[src/rtl/dac_tx_pkg.sv]
package dac_tx_pkg;

    parameter int DATA_W  = 12;
    parameter int MODE_W  = 2;
    parameter int PAD_W   = 2;
    parameter int FRAME_W = PAD_W + MODE_W + DATA_W;
    parameter int CNT_W   = $clog2(FRAME_W);
    parameter int NUM_CH  = 2;

    localparam logic [MODE_W-1:0] MODE_NORMAL = '0;

    typedef logic [FRAME_W-1:0] frame_t;

    typedef enum logic {
        ST_IDLE  = 1'b0,
        ST_SHIFT = 1'b1
    } tx_state_e;

    // Per-lane command issued by the controller once per serial rising edge
    typedef struct packed {
        logic load;
        logic shift;
        logic clear;
    } lane_cmd_t;

    function automatic frame_t build_frame(input logic [DATA_W-1:0] sample,
                                           input logic [MODE_W-1:0] mode);
        return {{PAD_W{1'b0}}, mode, sample};
    endfunction

endpackage

[src/rtl/dac_sclk_div.sv]
module dac_sclk_div (
    input  logic clk,
    input  logic rst,
    input  logic en,
    output logic sclk,
    output logic rise_pls
);
    logic sclk_q;

    always_ff @(posedge clk) begin
        if (rst)     sclk_q <= 1'b0;
        else if (en) sclk_q <= ~sclk_q;
        else         sclk_q <= 1'b0;
    end

    // Asserted in the system cycle whose closing edge raises the serial clock
    assign rise_pls = en & ~sclk_q;
    assign sclk     = sclk_q;

endmodule

[src/rtl/dac_frame_ctrl.sv]
module dac_frame_ctrl
    import dac_tx_pkg::*;
#(
    parameter int FW = FRAME_W
) (
    input  logic      clk,
    input  logic      rst,
    input  logic      rise_pls,
    input  logic      update,
    output lane_cmd_t cmd,
    output logic      active
);
    localparam int              CW   = $clog2(FW);
    localparam logic [CW-1:0]   LAST = CW'(FW - 1);

    tx_state_e      state;
    logic [CW-1:0]  cnt;
    logic           pending;

    always_comb begin
        cmd       = '0;
        cmd.load  = rise_pls && (state == ST_IDLE) && pending;
        cmd.shift = rise_pls && (state == ST_SHIFT) && (cnt != LAST);
        cmd.clear = rise_pls && (state == ST_SHIFT) && (cnt == LAST);
    end

    always_ff @(posedge clk) begin
        if (rst) begin
            state   <= ST_IDLE;
            cnt     <= '0;
            pending <= 1'b0;
        end else begin
            pending <= (pending & ~cmd.load) | update;
            if (cmd.load) begin
                state <= ST_SHIFT;
                cnt   <= '0;
            end else if (cmd.shift) begin
                cnt   <= cnt + CW'(1);
            end else if (cmd.clear) begin
                state <= ST_IDLE;
                cnt   <= '0;
            end
        end
    end

    assign active = (state == ST_SHIFT);

    AST_FRAME_LEN: assert property (@(posedge clk) disable iff (rst)
        ($past(state) == ST_SHIFT && state == ST_IDLE) |-> ($past(cnt) == LAST));

    AST_PEND_KEEP: assert property (@(posedge clk) disable iff (rst)
        (update && state == ST_SHIFT) |=> pending);

endmodule

[src/rtl/dac_lane_shifter.sv]
module dac_lane_shifter
    import dac_tx_pkg::*;
(
    input  logic              clk,
    input  logic              rst,
    input  lane_cmd_t         cmd,
    input  logic [DATA_W-1:0] sample,
    output logic              bit_o
);
    frame_t sh;

    always_ff @(posedge clk) begin
        if (rst)            sh <= '0;
        else if (cmd.load)  sh <= build_frame(sample, MODE_NORMAL);
        else if (cmd.shift) sh <= {sh[FRAME_W-2:0], 1'b0};
        else if (cmd.clear) sh <= '0;
    end

    assign bit_o = sh[FRAME_W-1];

endmodule

[src/rtl/dac_dual_tx.sv]
module dac_dual_tx
    import dac_tx_pkg::*;
(
    input  logic              clk,
    input  logic              rst,
    input  logic              div_en,
    input  logic              update,
    input  logic [DATA_W-1:0] ch0_sample,
    input  logic [DATA_W-1:0] ch1_sample,
    output logic              sclk_o,
    output logic              sync_n_o,
    output logic [NUM_CH-1:0] sdata_o,
    output logic              busy_o
);
    logic      rise_pls;
    logic      active;
    lane_cmd_t cmd;
    logic [DATA_W-1:0] samples [NUM_CH];

    assign samples[0] = ch0_sample;
    assign samples[1] = ch1_sample;

    dac_sclk_div u_div (
        .clk      (clk),
        .rst      (rst),
        .en       (div_en),
        .sclk     (sclk_o),
        .rise_pls (rise_pls)
    );

    dac_frame_ctrl #(.FW(FRAME_W)) u_ctrl (
        .clk      (clk),
        .rst      (rst),
        .rise_pls (rise_pls),
        .update   (update),
        .cmd      (cmd),
        .active   (active)
    );

    for (genvar g = 0; g < NUM_CH; g++) begin : g_lane
        dac_lane_shifter u_lane (
            .clk    (clk),
            .rst    (rst),
            .cmd    (cmd),
            .sample (samples[g]),
            .bit_o  (sdata_o[g])
        );
    end

    assign sync_n_o = ~active;
    assign busy_o   = active;

    AST_SCLK_HALT: assert property (@(posedge clk) disable iff (rst)
        !div_en |=> !sclk_o);

    AST_SYNC_ON_RISE: assert property (@(posedge clk) disable iff (rst)
        !$stable(sync_n_o) |-> $rose(sclk_o));

    AST_DATA_ON_RISE: assert property (@(posedge clk) disable iff (rst)
        !$stable(sdata_o) |-> $rose(sclk_o));

    AST_IDLE_LOW: assert property (@(posedge clk) disable iff (rst)
        sync_n_o |-> (sdata_o == '0));

endmodule

[config.mk]
export PLATFORM = sky130hd
export DESIGN_NAME = dac_dual_tx
export DESIGN_NICKNAME = d
export VERILOG_FILES = /design/src/rtl/dac_tx_pkg.sv /design/src/rtl/dac_sclk_div.sv /design/src/rtl/dac_frame_ctrl.sv /design/src/rtl/dac_lane_shifter.sv /design/src/rtl/dac_dual_tx.sv
export SDC_FILE = /design/constraint.sdc
export NUM_CORES = 1
export LEC_CHECK = 0
export BUFFER_PORTS_ARGS = -buffer_cell sky130_fd_sc_hd__buf_2
export CORE_ASPECT_RATIO = 1.1
export CORE_MARGIN = 1.5
export CORE_UTILIZATION = 54
export CTS_BUF_LIST = sky130_fd_sc_hd__clkbuf_8 sky130_fd_sc_hd__clkbuf_16
export CTS_CLUSTER_DIAMETER = 50
export DETAILED_ROUTE_END_ITERATION = 12
export MAX_ROUTING_LAYER = met4
export PLACE_DENSITY = 0.85
export SYNTH_ARGS = -nofsm -noshare
export SYNTH_HDL_FRONTEND = slang
export SYNTH_SLANG_ARGS = --single-unit
[constraint.sdc]
create_clock -name clk -period 1.45 [get_ports clk]
set_input_delay 0.29 -clock clk [delete_from_list [all_inputs] [get_ports clk]]
set_output_delay 0.29 -clock clk [all_outputs]
set_load 0.02 [all_outputs]
# --- Yosys cells after proc, flatten, opt, wreduce, memory -nomap -nowiden ---
# Cells that the tools add are included.
classes:
  n_eq_ne: 3
  n_addsub: 1
  mux: 10
  reduce_logical: 11
  n_bitwise: 7
op_table:
  columns: ["op", "count"]
  rows:
  - ["$mux W16", 3]
  - ["$mux W12", 2]
  - ["$mux W4", 2]
  - ["$logic_and A1 B1 Y1", 5]
  - ["$add A4 B1 Y4 const B", 1]
  - ["$eq A4 B4 Y1 const B", 1]
  - ["$ne A4 B4 Y1 const B", 1]
  - ["$not A1 Y1", 4]
  - ["$reduce_bool A2 Y1", 2]
  - ["$reduce_or A2 Y1", 2]
  - ["$mux W1", 3]
  - ["$reduce_bool A3 Y1", 1]
  - ["$and A1 B1 Y1", 2]
  - ["$ne A2 B1 Y1 const B", 1]
  - ["$reduce_and A2 Y1", 1]
  - ["$or A1 B1 Y1", 1]
totals:
  reg_bits: 39
  output_inout_bits: 5
  inputBits: 28
  word_cells: 40

# --- Logic depth before layout (Yosys ltp) ---
# Gate-level depths: netlist of run 1.
logic_depth:
  depth_word: 7
  depth_mapped: 5
  ltp_nobuf: 4

# --- By module ---
# From an unflattened synthesis of run 1, not the netlist that was laid out.
hier_totals:
  cells_unflattened: 211
  area_unflattened_um2: 1813.0
by_module_without_submodules:
  columns: ["mod", "cells_each", "instances", "seq_area_each_um2", "area_each_um2"]
  rows:
  - ["dac_lane_shifter", 86, 2, 320.3, 739.5]
  - ["dac_frame_ctrl", 35, 1, 120.1, 291.5]
  - ["dac_sclk_div", 3, 1, 20.0, 38.8]
  - ["dac_dual_tx", 1, 1, 0.0, 3.8]

# --- Least setup slack after synthesis of run 1 ---
# Ideal clock, no wire load.
synth_timing:
  kind: "register -> register"
  from: "reg u_div.sclk_q, in the netlist u_div.sclk"
  to: "reg u_ctrl.cnt[2]"
  required_ps: 1384
  setup_time_ps: 66
  path_stages_with_launch: 6
  arrival_ps: 1300
  path_buffers: 2
  slack_ps: 84
  synth_period_minus_slack_ps: 1366
  path_cell_list: "dfxtp_1 > and4bb_1 > buf_6 > or2_4 > buf_6 > a21oi_2"
synth_between:
  elab_chain_cells: 5
  elab_cells_between_ends: 10
  cone_classes: "mux: 1; bitwise: 2; reduce/logical: 7"
synth_rtl:
  columns: ["element", "line", "rtl"]
  rows:
  - ["start, declared", "dac_sclk_div.sv:8", "logic sclk_q;"]
  - ["start signal, assigned", "dac_sclk_div.sv:12", "else if (en) sclk_q <= ~sclk_q;"]
  - ["$not A1 Y1 *", "dac_sclk_div.sv:17", "assign rise_pls = en & ~sclk_q;"]
  - ["$and A1 B1 Y1 *", "dac_sclk_div.sv:17", null]
  - ["$logic_and A1 B1 Y1, on equally long branches", "dac_frame_ctrl.sv:23, dac_frame_ctrl.sv:24, dac_frame_ctrl.sv:22", null]
  - ["$logic_and A1 B1 Y1, on equally long branches", "dac_frame_ctrl.sv:23, dac_frame_ctrl.sv:22, dac_frame_ctrl.sv:24", null]
  - ["$mux W4 (tied with other cells)", "dac_frame_ctrl.sv:37", "end else if (cmd.shift) begin"]
  - ["end signal, assigned", "dac_frame_ctrl.sv:38", "cnt <= cnt + CW'(1);"]
  - ["end, declared", "dac_frame_ctrl.sv:17", "logic [CW-1:0] cnt;"]
# Mark *: on every way between the ends. The rest lies on a longest branch, timed or not.
# A chain may end at the register's enable or synchronous reset.

# --- Worst setup path in the final report of run 1 ---
layout_timing:
  from: "reg u_ctrl.state, in the netlist u_ctrl.active"
  to: "reg u_ctrl.cnt[3]"
layout_between:
  elab_chain_cells: 4
  elab_cells_between_ends: 9
  cone_classes: "mux: 1; bitwise: 1; reduce/logical: 7"
layout_rtl:
  columns: ["element", "line", "rtl"]
  rows:
  - ["start, declared", "dac_frame_ctrl.sv:16", "tx_state_e state;"]
  - ["start signal, assigned", "dac_frame_ctrl.sv:29", "state <= ST_IDLE;"]
  - ["start signal, assigned", "dac_frame_ctrl.sv:35", "state <= ST_SHIFT;"]
  - ["start signal, assigned", "dac_frame_ctrl.sv:40", "state <= ST_IDLE;"]
  - ["$not A1 Y1", "dac_frame_ctrl.sv:22", "cmd.load = rise_pls && (state == ST_IDLE) && pending;"]
  - ["$logic_and A1 B1 Y1 (2 in a row)", "dac_frame_ctrl.sv:22", null]
  - ["$reduce_or A2 Y1 (no line)", null, null]
# Several ways; a longest one is shown, not always the timed one.

==> reports/results.ini, run 1 <==
[yosys]
synth.net_count=233
synth.yosys.seq_area_share=0.431
synthCells=204
synth_edf_count=0
yosysWarnings=0
async_flop_share=0
library_cells_used_by_synthesis=33
synthTopCellsByArea=sky130_fd_sc_hd__dfxtp_1, sky130_fd_sc_hd__a32oi_1, sky130_fd_sc_hd__a21oi_1, sky130_fd_sc_hd__a211oi_1, sky130_fd_sc_hd__a21oi_2
netlist_top_cells_count=sky130_fd_sc_hd__dfxtp_1, sky130_fd_sc_hd__a21oi_1, sky130_fd_sc_hd__a211oi_1, sky130_fd_sc_hd__a32oi_1, sky130_fd_sc_hd__nand3_1
synthesis.area_mm2=0.00181
postSynthRegisterBits=39
synth.most_common_cell=sky130_fd_sc_hd__dfxtp_1
post-synth-top-area-cell=sky130_fd_sc_hd__dfxtp_1
synth.top_cell.area_share=0.431
dominantRegCellSynth=sky130_fd_sc_hd__dfxtp_1
syn_avg_cell_area_um2=8.87

[floorplanning]
number_of_ports_placed_on_the_die_boundary=33
fp-row-count=21
floorplan.core_area_mm2=0.00313
dieWidth_um=58.2
floorplan.initialDensity=0.579
floorplan.die_area_mm2=0.00371
fp.dieH_um=63.7

[clock_tree]
max-clock-path-buffers=2
cts.sinks=39
cts_buffers=5
clkLatencyLatePin_ns=0.30
clock_tree_from_tritoncts=built
htreeDepth=2
worst_setup_hold_path_clk_slew_ns=0.08
clk_root_buffer_cell=sky130_fd_sc_hd__clkbuf_8

[sta]
slew_headroom=0.736
worst_case_hold_slack_ns=0.222
timing_worst_slew_pin_value_ns=0.395
final.setup.worst_slack_ns=0.0610
setup_violations=0
final_max_slew_viol_count=0
final_min_period_over_clock_period=0.958
finClkSkew_ns=0.0107
achievable-frequency_mhz=720
finalHoldViolations=0
post-route-min-period_ns=1.39
setup-tns-final_ns=0

[finish]
num_antenna_cells=0
final_layout_size_suffix_gt1_frac=0.326
regArea_um2=782
multi_input_area_um2=907
post_route_utilization=0.712
fillers=254
syn2layout_area_growth_pct=22.9
num-nets-final=264
final_area_mm2=0.00223
finish.cell_count_without_fillers=270

[detailed_routing]
vias_cell=6.53
met2_wirelength_um=2130
post_drt_wl_per_cell_um=16.7
dr.max_layer_used=met4
first_pass_iters=8
routed-via-count=1764
drtIter0Drc=225
postRouteWirelength_um=4520
wl_met1_um=1990
count_of_antenna_violating_nets_left_after_detailed_routing=0
route.met3.wl_um=315
count_of_unresolved_drc_violations_after_routing=4

[worst_setup_path]
start_kind=flop
critical_path_peak_fanout=12
critPathKind=reg -> reg
launching_instance_or_port_of_the_critical_path=u_ctrl.active
worstReg2RegStart=u_ctrl.active
critical_path_required_ns=1.67
r2r.worst_path.cells=4
cp-end-kind=flop
critical_path_arrival_ns=1.61
timing.rr.end=u_ctrl.cnt[3]
worst_r2r_setup_slack_ns=0.06
destination_of_the_critical_timing_path=u_ctrl.cnt[3]

[power]
peakVddDrop_v=0.000663
leakage_nw=0.761
pwr_density_cell_mw_per_mm2=1080
totalPowerFinal_mw=2.39

[place]
place_inst=258
placedInstanceArea_mm2=0.00202
placement.setup.worst_slack_ns=-0.157
dp_hpwl_um=2600
count_of_port_buffers_added_during_placement=32
gpl.final_weighted_congestion=0.807

[global_route]
grt_use_total=0.277
number_of_antenna_violations_at_the_first_check_in_global_routing=0
first_global_vias=1626
pin_count_of_the_biggest_net_entering_global_routing=34
globalRouteOverflowTotal=0
grt_first_pass_wirelength_um=7620

[outcome]
run_status=finished, violations left
failing_checks=design-rule violations

[job]
max_cap_violations=0

[min_path]
min-delay-path-class=in -> reg

what timing repair did:
item | 4_1_cts | 5_1_grt
cloned | 1 | 0
pin swaps | 0 | 5
hold buffers | 0 | 0
buffers inserted | 0 | 3
endpoints found under the hold margin | 0 | 0
setup endpoints to repair | 16 | 23
resized for setup | 3 | 9
area by class of cell:
cell class | instances | share of cell area
clock buffers | 5 | 0.0309
clock inverters | 3 | 0.0197
inverters | 3 | 0.00506
multi-input cells | 137 | 0.408
flip-flops and latches | 39 | 0.351
well taps | 34 | 0.0191
repair buffers | 49 | 0.166
worst min-delay path by stage:
stage | startpoint | endpoint | slack [ns] | depth (start not counted)
6_report | ch1_sample[0] | g_lane[1].u_lane.sh[0] | 0.22 | 3
5_1_grt | ch1_sample[0] | g_lane[1].u_lane.sh[0] | 0.23 | 3
4_1_cts | ch1_sample[0] | g_lane[1].u_lane.sh[0] | 0.22 | 3
3_5_place_dp | g_lane[1].u_lane.sh[15] | g_lane[1].u_lane.sh[15] | 0.44 | 2
3_3_place_gp | g_lane[1].u_lane.sh[15] | g_lane[1].u_lane.sh[15] | 0.44 | 2
2_1_floorplan | update | u_ctrl.pending | 0.42 | 2
flip-flops by register name, indices dropped and copies added (netlist names):
signal            flops
g_lane.u_lane.sh     32
u_ctrl.active         1
u_ctrl.cnt            4
u_ctrl.pending        1
u_div.sclk            1
cells by family (layout without fill, tap and decap cells):
logic type	Yosys count	after routing	share of synthesized area
buffers and inverters	28	60	0.0864
AND/OR/NAND/NOR	54	54	0.163
flip-flops	39	39	0.431
adder cells (fa/ha/maj)	1	1	0.00691
AO/OA/AOI/OAI	82	82	0.312
critical path, cell delays in order (launching register included):
cell and delay, ns:
sky130_fd_sc_hd__dfxtp_1 0.35, sky130_fd_sc_hd__buf_6 0.16, sky130_fd_sc_hd__and4bb_2 0.27, sky130_fd_sc_hd__or2_4 0.32, sky130_fd_sc_hd__a311oi_1 0.20
cell usage in the layout, fill, tap and decap left out, drive strengths merged, types with 2 or more instances in the layout:
cell type and count:
nand4 7, clkbuf 5, a31oi 6, buf 48, o21ai 5, inv 2, a21oi 36, nor2 4
clkinv 3, nand2 13, or2 2, dfxtp 39, nand3 15, a211oi 16, nor3b 5, a32oi 16
nand3b 2
layer usage:
layer / GRT usage / vias up
met5: - / -
met4: 0.122 / 0
met3: 0.0749 / 7
met2: 0.391 / 81
met1: 0.370 / 837
li1: - / 839
power by group:
part           leakage, nW  switching (mW)  internal (mW)
sequential           0.318          0.0294           1.12
combinational        0.385           0.181          0.144
clock               0.0581           0.406          0.512
No activity file was read; power rests on OpenSTA's default activity.
==> inputs of run 2 (changes only) <==
--- a/config.mk
+++ b/config.mk
@@ -7,7 +7,7 @@
 export LEC_CHECK = 0
 export BUFFER_PORTS_ARGS = -buffer_cell sky130_fd_sc_hd__buf_2
 export CORE_ASPECT_RATIO = 1.1
-export CORE_MARGIN = 1.5
+export CORE_MARGIN = 2
 export CORE_UTILIZATION = 54
 export CTS_BUF_LIST = sky130_fd_sc_hd__clkbuf_8 sky130_fd_sc_hd__clkbuf_16
 export CTS_CLUSTER_DIAMETER = 50
==> reports/results.ini, run 2 (same netlist as run 1, synthesis figures left out) <==
[outcome]
run_status=finished clean

[power]
power_switching_mw=0.574  ; -7.0%
swShare=0.266  ; +0.00871
cell_internal_pwr_mw=1.58  ; -11%
totalPowerFinal_mw=2.15  ; -10%
pwr_density_cell_mw_per_mm2=1000  ; -6.9%
comb_power_share=0.142  ; +0.006
power.clock.fraction=0.325  ; -0.059
peakVddDrop_v=0.000788  ; +19%
seq_power_share=0.533  ; +0.053
leakage_nw=0.736  ; -3.3%

[floorplanning]
fp.dieH_um=64.7  ; +1.6%
floorplan.initialDensity=0.553  ; -0.0263
number_of_ports_placed_on_the_die_boundary=33  ; unchanged
floorplan.die_area_mm2=0.00383  ; +3.3%
dieWidth_um=59.2  ; +1.7%
floorplan.core_area_mm2=0.00328  ; +4.8%
fp-row-count=22  ; +4.8%

[clock_tree]
holdBufCountCts=0  ; unchanged
htreeDepth=2  ; unchanged
max-clock-path-buffers=2  ; unchanged
clkLatencyLatePin_ns=0.29  ; about the same
cts.sinks=39  ; unchanged
worst_setup_hold_path_clk_slew_ns=0.08  ; about the same
clk_root_buffer_cell=sky130_fd_sc_hd__clkbuf_8
clock_tree_from_tritoncts=built
cts_buffers=5  ; unchanged

[worst_setup_path]
critPathKind=reg -> out
crit_path_cell_trace=buf_4 -> buf_6 -> inv_4 -> buf_4
start_kind=flop
worst_r2r_setup_slack_ns=0.06  ; about the same
cp-end-kind=output port
critical_path_required_ns=1.16  ; -0.51 ns
cp_dominant_cell_by_count=sky130_fd_sc_hd__buf_4
critical_path_arrival_ns=1.15  ; -0.46 ns
critical_path_peak_fanout=8  ; -4
cp_slowest_stage_delay_ns=0.35  ; about the same
cp_max_stage_cell=sky130_fd_sc_hd__dfxtp_1

[global_route]
first_global_vias=1488  ; -8.5%
globalRouteOverflowTotal=0  ; unchanged
number_of_antenna_violations_at_the_first_check_in_global_routing=0  ; unchanged
grt_use_total=0.236  ; -0.0404
grt_first_pass_wirelength_um=6810  ; -11%
pin_count_of_the_biggest_net_entering_global_routing=34  ; unchanged

[place]
gpl.final_weighted_congestion=0.745  ; -7.6%
dp_hpwl_um=2590  ; -0.31%
place_inst=261  ; +1.2%
count_of_port_buffers_added_during_placement=32  ; unchanged

[detailed_routing]
routed-via-count=1679  ; -4.8%
post_drt_wl_per_cell_um=15.3  ; -8.3%
count_of_antenna_violating_nets_left_after_detailed_routing=0  ; unchanged
first_pass_iters=4  ; -4
vias_cell=6.20  ; -5.2%
postRouteWirelength_um=4160  ; -8.0%
drtIter0Drc=134  ; -40%
count_of_unresolved_drc_violations_after_routing=0  ; -4

[sta]
post-route-min-period_ns=1.44  ; +0.0511 ns
slew_headroom=0.725  ; -0.0106
timing_worst_slew_pin_value_ns=0.411  ; +0.0159 ns
finClkSkew_ns=0.00801  ; -0.00265 ns
setup_violations=0  ; unchanged
achievable-frequency_mhz=694  ; -3.5%
finalHoldViolations=0  ; unchanged
final_min_period_over_clock_period=0.993  ; +0.0352
final_max_slew_viol_count=0  ; unchanged

[finish]
num-nets-final=263  ; -0.38%
num_antenna_cells=0  ; unchanged
largest_register_ff_count=32  ; unchanged
reg.largest.list=g_lane.u_lane.sh x32, u_ctrl.cnt x4
post_route_utilization=0.657  ; -0.0553
syn2layout_area_growth_pct=18.8
mostFrequentLayoutCell=sky130_fd_sc_hd__dfxtp_1
final_layout_size_suffix_gt1_frac=0.311  ; -0.0156
regMostFlops=g_lane.u_lane.sh
final_cell_mix=sky130_fd_sc_hd__dfxtp_1, sky130_fd_sc_hd__buf_2, sky130_fd_sc_hd__a21oi_1
finish.cell_count_without_fillers=271  ; +0.37%

[min_path]
min-delay-path-class=in -> reg

[job]
max_cap_violations=0  ; unchanged

-- run 2: cell types whose count changed in the layout (fill, tap and decap cells not counted), moves of 2 or more --
| cell | delta |
|---|---|
| sky130_fd_sc_hd__a32oi_2 | -2 |
| sky130_fd_sc_hd__buf_4 | +2 |
| sky130_fd_sc_hd__buf_12 | -2 |
| sky130_fd_sc_hd__a32oi_1 | +2 |
-- run 2: final timing paths --
check,endpoint,cells after the start,start
setup / recovery,sync_n_o,4,u_ctrl.active
setup reg to reg,g_lane[0].u_lane.sh[10],5,u_ctrl.active
hold / removal,g_lane[0].u_lane.sh[0],3,ch0_sample[0]
hold reg to reg,g_lane[1].u_lane.sh[15],2,g_lane[1].u_lane.sh[14]
-- run 2: area by class of cell --
| type | count | area [µm²] |
|---|---|---|
| clock buffers | 5 | 68.8 |
| clock inverters | 3 | 16.3 |
| fillers | 271 | 1120 |
| inverters | 3 | 13.8 |
| multi-input cells | 137 | 892 |
| flip-flops and latches | 39 | 782 |
| well taps | 36 | 45.0 |
| repair buffers | 48 | 333 |
-- run 2: metal layers --
layer	GRT usage	routed length, µm
met2	0.353	1950
met1	0.310	1950
met3	0.0439	190
met5	-	0
met4	0.0994	68
-- run 2: what timing repair did --
| item | in CTS | in global routing |
|---|---|---|
| resized for setup | 3 | 9 |
| pin swaps | 0 | 1 |
| setup endpoints to repair | 17 | 17 |
| setup buffers | 0 | 1 |
| cloned | 0 | 1 |
-- run 2: power groups by stage --
stage | Sequential, mW | Combinational (mW) | Clock (mW)
floorplan | 1.17 | 0.188 | 0
global placement | 1.17 | 0.276 | 0
detailed placement | 1.17 | 0.281 | 0
CTS | 1.15 | 0.286 | 0.715
global route | 1.15 | 0.337 | 0.760
finish | 1.15 | 0.305 | 0.701
-- run 2: worst max-delay path, delay by kind of cell, from the launching register on --
family / cells / cell delay (ns)
buf+inv: 4 / 0.50
flops: 1 / 0.35
-- run 2: metrics by stage --
step	hold slack [ns]	setup TNS, ns	setup WS [ns]	instance area (µm²)
6_report	0.236	0	0.00993	2150
5_1_grt	0.240	-0.0338	-0.0216	2150
4_1_cts	0.232	-0.0246	-0.0246	2090
3_5_place_dp	0.461	-2.48	-0.187	2000
3_3_place_gp	0.453	-2.19	-0.140	2000
2_1_floorplan	0.419	0	0.0836	1810
==> inputs of run 3 (changes only) <==
--- a/config.mk
+++ b/config.mk
@@ -13,7 +13,7 @@
 export CTS_CLUSTER_DIAMETER = 50
 export DETAILED_ROUTE_END_ITERATION = 12
 export MAX_ROUTING_LAYER = met4
-export PLACE_DENSITY = 0.85
+export PLACE_DENSITY = 0.77
 export SYNTH_ARGS = -nofsm -noshare
 export SYNTH_HDL_FRONTEND = slang
 export SYNTH_SLANG_ARGS = --single-unit
==> reports/results.ini, run 3 (same netlist as run 1, synthesis figures left out) <==
[worst_setup_path]
worst_path_dominant_cell_family=buffers and inverters
r2r.worst_path.cells=5  ; unchanged
worstReg2RegStart=u_ctrl.active
cp_slowest_stage_delay_ns=0.32  ; -0.03 ns
critical_path_required_ns=1.16  ; about the same
crit_path_cell_trace=buf_4 -> buf_8 -> clkinv_4 -> buf_2
cp-end-kind=output port
critical_path_arrival_ns=1.09  ; -0.06 ns
timing.rr.end=g_lane[1].u_lane.sh[9]
critPathKind=reg -> out
cp_max_stage_cell=sky130_fd_sc_hd__dfxtp_2
start_kind=flop
critical_path_peak_fanout=7  ; -1
worst_r2r_setup_slack_ns=0.10  ; +0.04 ns
critPathBufInv=4  ; unchanged

[finish]
largest_register_ff_count=32  ; unchanged
final_layout_size_suffix_gt1_frac=0.332  ; +0.0213
post_route_utilization=0.667  ; +0.0107
mostFrequentLayoutCell=sky130_fd_sc_hd__dfxtp_1
regMostFlops=g_lane.u_lane.sh
final_cell_mix=sky130_fd_sc_hd__dfxtp_1, sky130_fd_sc_hd__buf_2, sky130_fd_sc_hd__a21oi_1
reg.largest.list=g_lane.u_lane.sh x32, u_ctrl.cnt x4
syn2layout_area_growth_pct=20.7
finish.cell_count_without_fillers=274  ; +1.1%
num-nets-final=266  ; +1.1%
num_antenna_cells=0  ; unchanged

[sta]
post-route-min-period_ns=1.38  ; -0.0571 ns
setup_violations=0  ; unchanged
finClkSkew_ns=0.00534  ; -0.00266 ns
finalHoldViolations=0  ; unchanged
setup-tns-final_ns=0  ; unchanged
final_min_period_over_clock_period=0.954  ; -0.0394
final_max_slew_viol_count=0  ; unchanged
achievable-frequency_mhz=723  ; +4.1%
worst_case_hold_slack_ns=0.233  ; -0.00280 ns
slew_headroom=0.707  ; -0.0187
timing_worst_slew_pin_value_ns=0.439  ; +0.0280 ns

[global_route]
pin_count_of_the_biggest_net_entering_global_routing=34  ; unchanged
grt_first_pass_wirelength_um=6630  ; -2.6%
globalRouteOverflowTotal=0  ; unchanged
first_global_vias=1509  ; +1.4%
number_of_antenna_violations_at_the_first_check_in_global_routing=0  ; unchanged
grt_use_total=0.228  ; -0.00862

[detailed_routing]
first_pass_iters=4  ; unchanged
drtIter0Drc=78  ; -42%
vias_cell=6.21  ; +0.26%
routed-via-count=1702  ; +1.4%
post_drt_wl_per_cell_um=14.8  ; -3.6%
count_of_unresolved_drc_violations_after_routing=0  ; unchanged
postRouteWirelength_um=4050  ; -2.5%
count_of_antenna_violating_nets_left_after_detailed_routing=0  ; unchanged

[min_path]
whs_path_depth=3  ; unchanged
hp-start=ch0_sample[0]
hold_end=g_lane[0].u_lane.sh[0]
min-delay-path-class=in -> reg

[floorplanning]
floorplan.core_area_mm2=0.00328  ; unchanged
floorplan.initialDensity=0.553  ; unchanged
fp.dieH_um=64.7  ; unchanged
dieWidth_um=59.2  ; unchanged
floorplan.die_area_mm2=0.00383  ; unchanged
fp-row-count=22  ; unchanged
number_of_ports_placed_on_the_die_boundary=33  ; unchanged

[power]
pwr_density_cell_mw_per_mm2=984  ; -1.8%
totalPowerFinal_mw=2.15  ; -0.18%
cell_internal_pwr_mw=1.59  ; +0.38%
power_switching_mw=0.564  ; -1.7%
swShare=0.262  ; -0.00412
comb_power_share=0.149  ; +0.007
leakage_nw=0.756  ; +2.7%
power.clock.fraction=0.317  ; -0.008
seq_power_share=0.534  ; about the same
peakVddDrop_v=0.000677  ; -14%

[clock_tree]
worst_setup_hold_path_clk_slew_ns=0.07  ; about the same
cts.sinks=39  ; unchanged
clkLatencyLatePin_ns=0.29  ; about the same
clk_root_buffer_cell=sky130_fd_sc_hd__clkbuf_8
clock_tree_from_tritoncts=built
cts_buffers=5  ; unchanged
htreeDepth=2  ; unchanged
max-clock-path-buffers=2  ; unchanged

[place]
dp_hpwl_um=2590  ; about the same
place_inst=264  ; +1.1%
gpl.final_weighted_congestion=0.736  ; -1.2%
count_of_port_buffers_added_during_placement=32  ; unchanged

[outcome]
run_status=finished clean

[job]
max_cap_violations=0  ; unchanged

run 3: changes by cell type in the layout (fill, tap and decap cells not counted), sizes merged:
cell,change
clkinvlp,-1
clkinv,+1
buf,+4
clkbuf,-1
run 3: final cells by class:
class / instances / area (µm²)
Clock buffer: 5 / 68.8
Timing Repair Buffer: 51 / 352
Tap cell: 36 / 45.0
Sequential cell: 39 / 783
Clock inverter: 3 / 12.5
Multi-Input combinational cell: 137 / 908
Fill cell: 278 / 1090
Inverter: 3 / 16.3
run 3: worst max path at each step:
stage / startpoint / to / slack (ns) / cells after the start
2_1_floorplan: u_div.sclk / u_ctrl.cnt[2] / 0.08 / 5
3_3_place_gp: div_en / g_lane[1].u_lane.sh[2] / -0.15 / 4
3_5_place_dp: div_en / g_lane[1].u_lane.sh[5] / -0.17 / 4
4_1_cts: u_ctrl.active / sync_n_o / 0.02 / 4
5_1_grt: u_ctrl.active / g_lane[0].u_lane.sh[10] / -0.002 / 5
6_report: u_ctrl.active / sync_n_o / 0.07 / 4
run 3: metal layers:
metal	up-vias	wire length (µm)	track usage
li1	845	-	-
met1	820	1930	0.281
met2	31	1920	0.370
met3	6	157	0.0599
met4	0	39	0.0511
met5	-	0	-
run 3: repair_timing:
action,in CTS,in global routing
endpoints found under the setup margin,17,17
pin swaps,0,2
hold buffers,0,0
buffers inserted,0,2
resized for setup,4,12
gates cloned,0,0
run 3: worst min-delay path, cell delays in order:
cell and delay [ns]:
sky130_fd_sc_hd__buf_2 0.09, sky130_fd_sc_hd__nand2_1 0.04, sky130_fd_sc_hd__a21oi_1 0.05
run 3: power groups by stage:
stage	sequential [mW]	combinational [mW]	clock (mW)
5_1_grt	1.15	0.349	0.753
6_report	1.15	0.321	0.682
2_1_floorplan	1.17	0.188	0
3_5_place_dp	1.17	0.295	0
3_3_place_gp	1.17	0.294	0
4_1_cts	1.15	0.300	0.696
run 3: through the flow:
step | area [µm²] | worst slack (ns)
finish | 2190 | 0.0670
global route | 2190 | -0.00162
CTS | 2130 | 0.0247
detailed placement | 2040 | -0.169
global placement | 2040 | -0.145
floorplan | 1810 | 0.0836
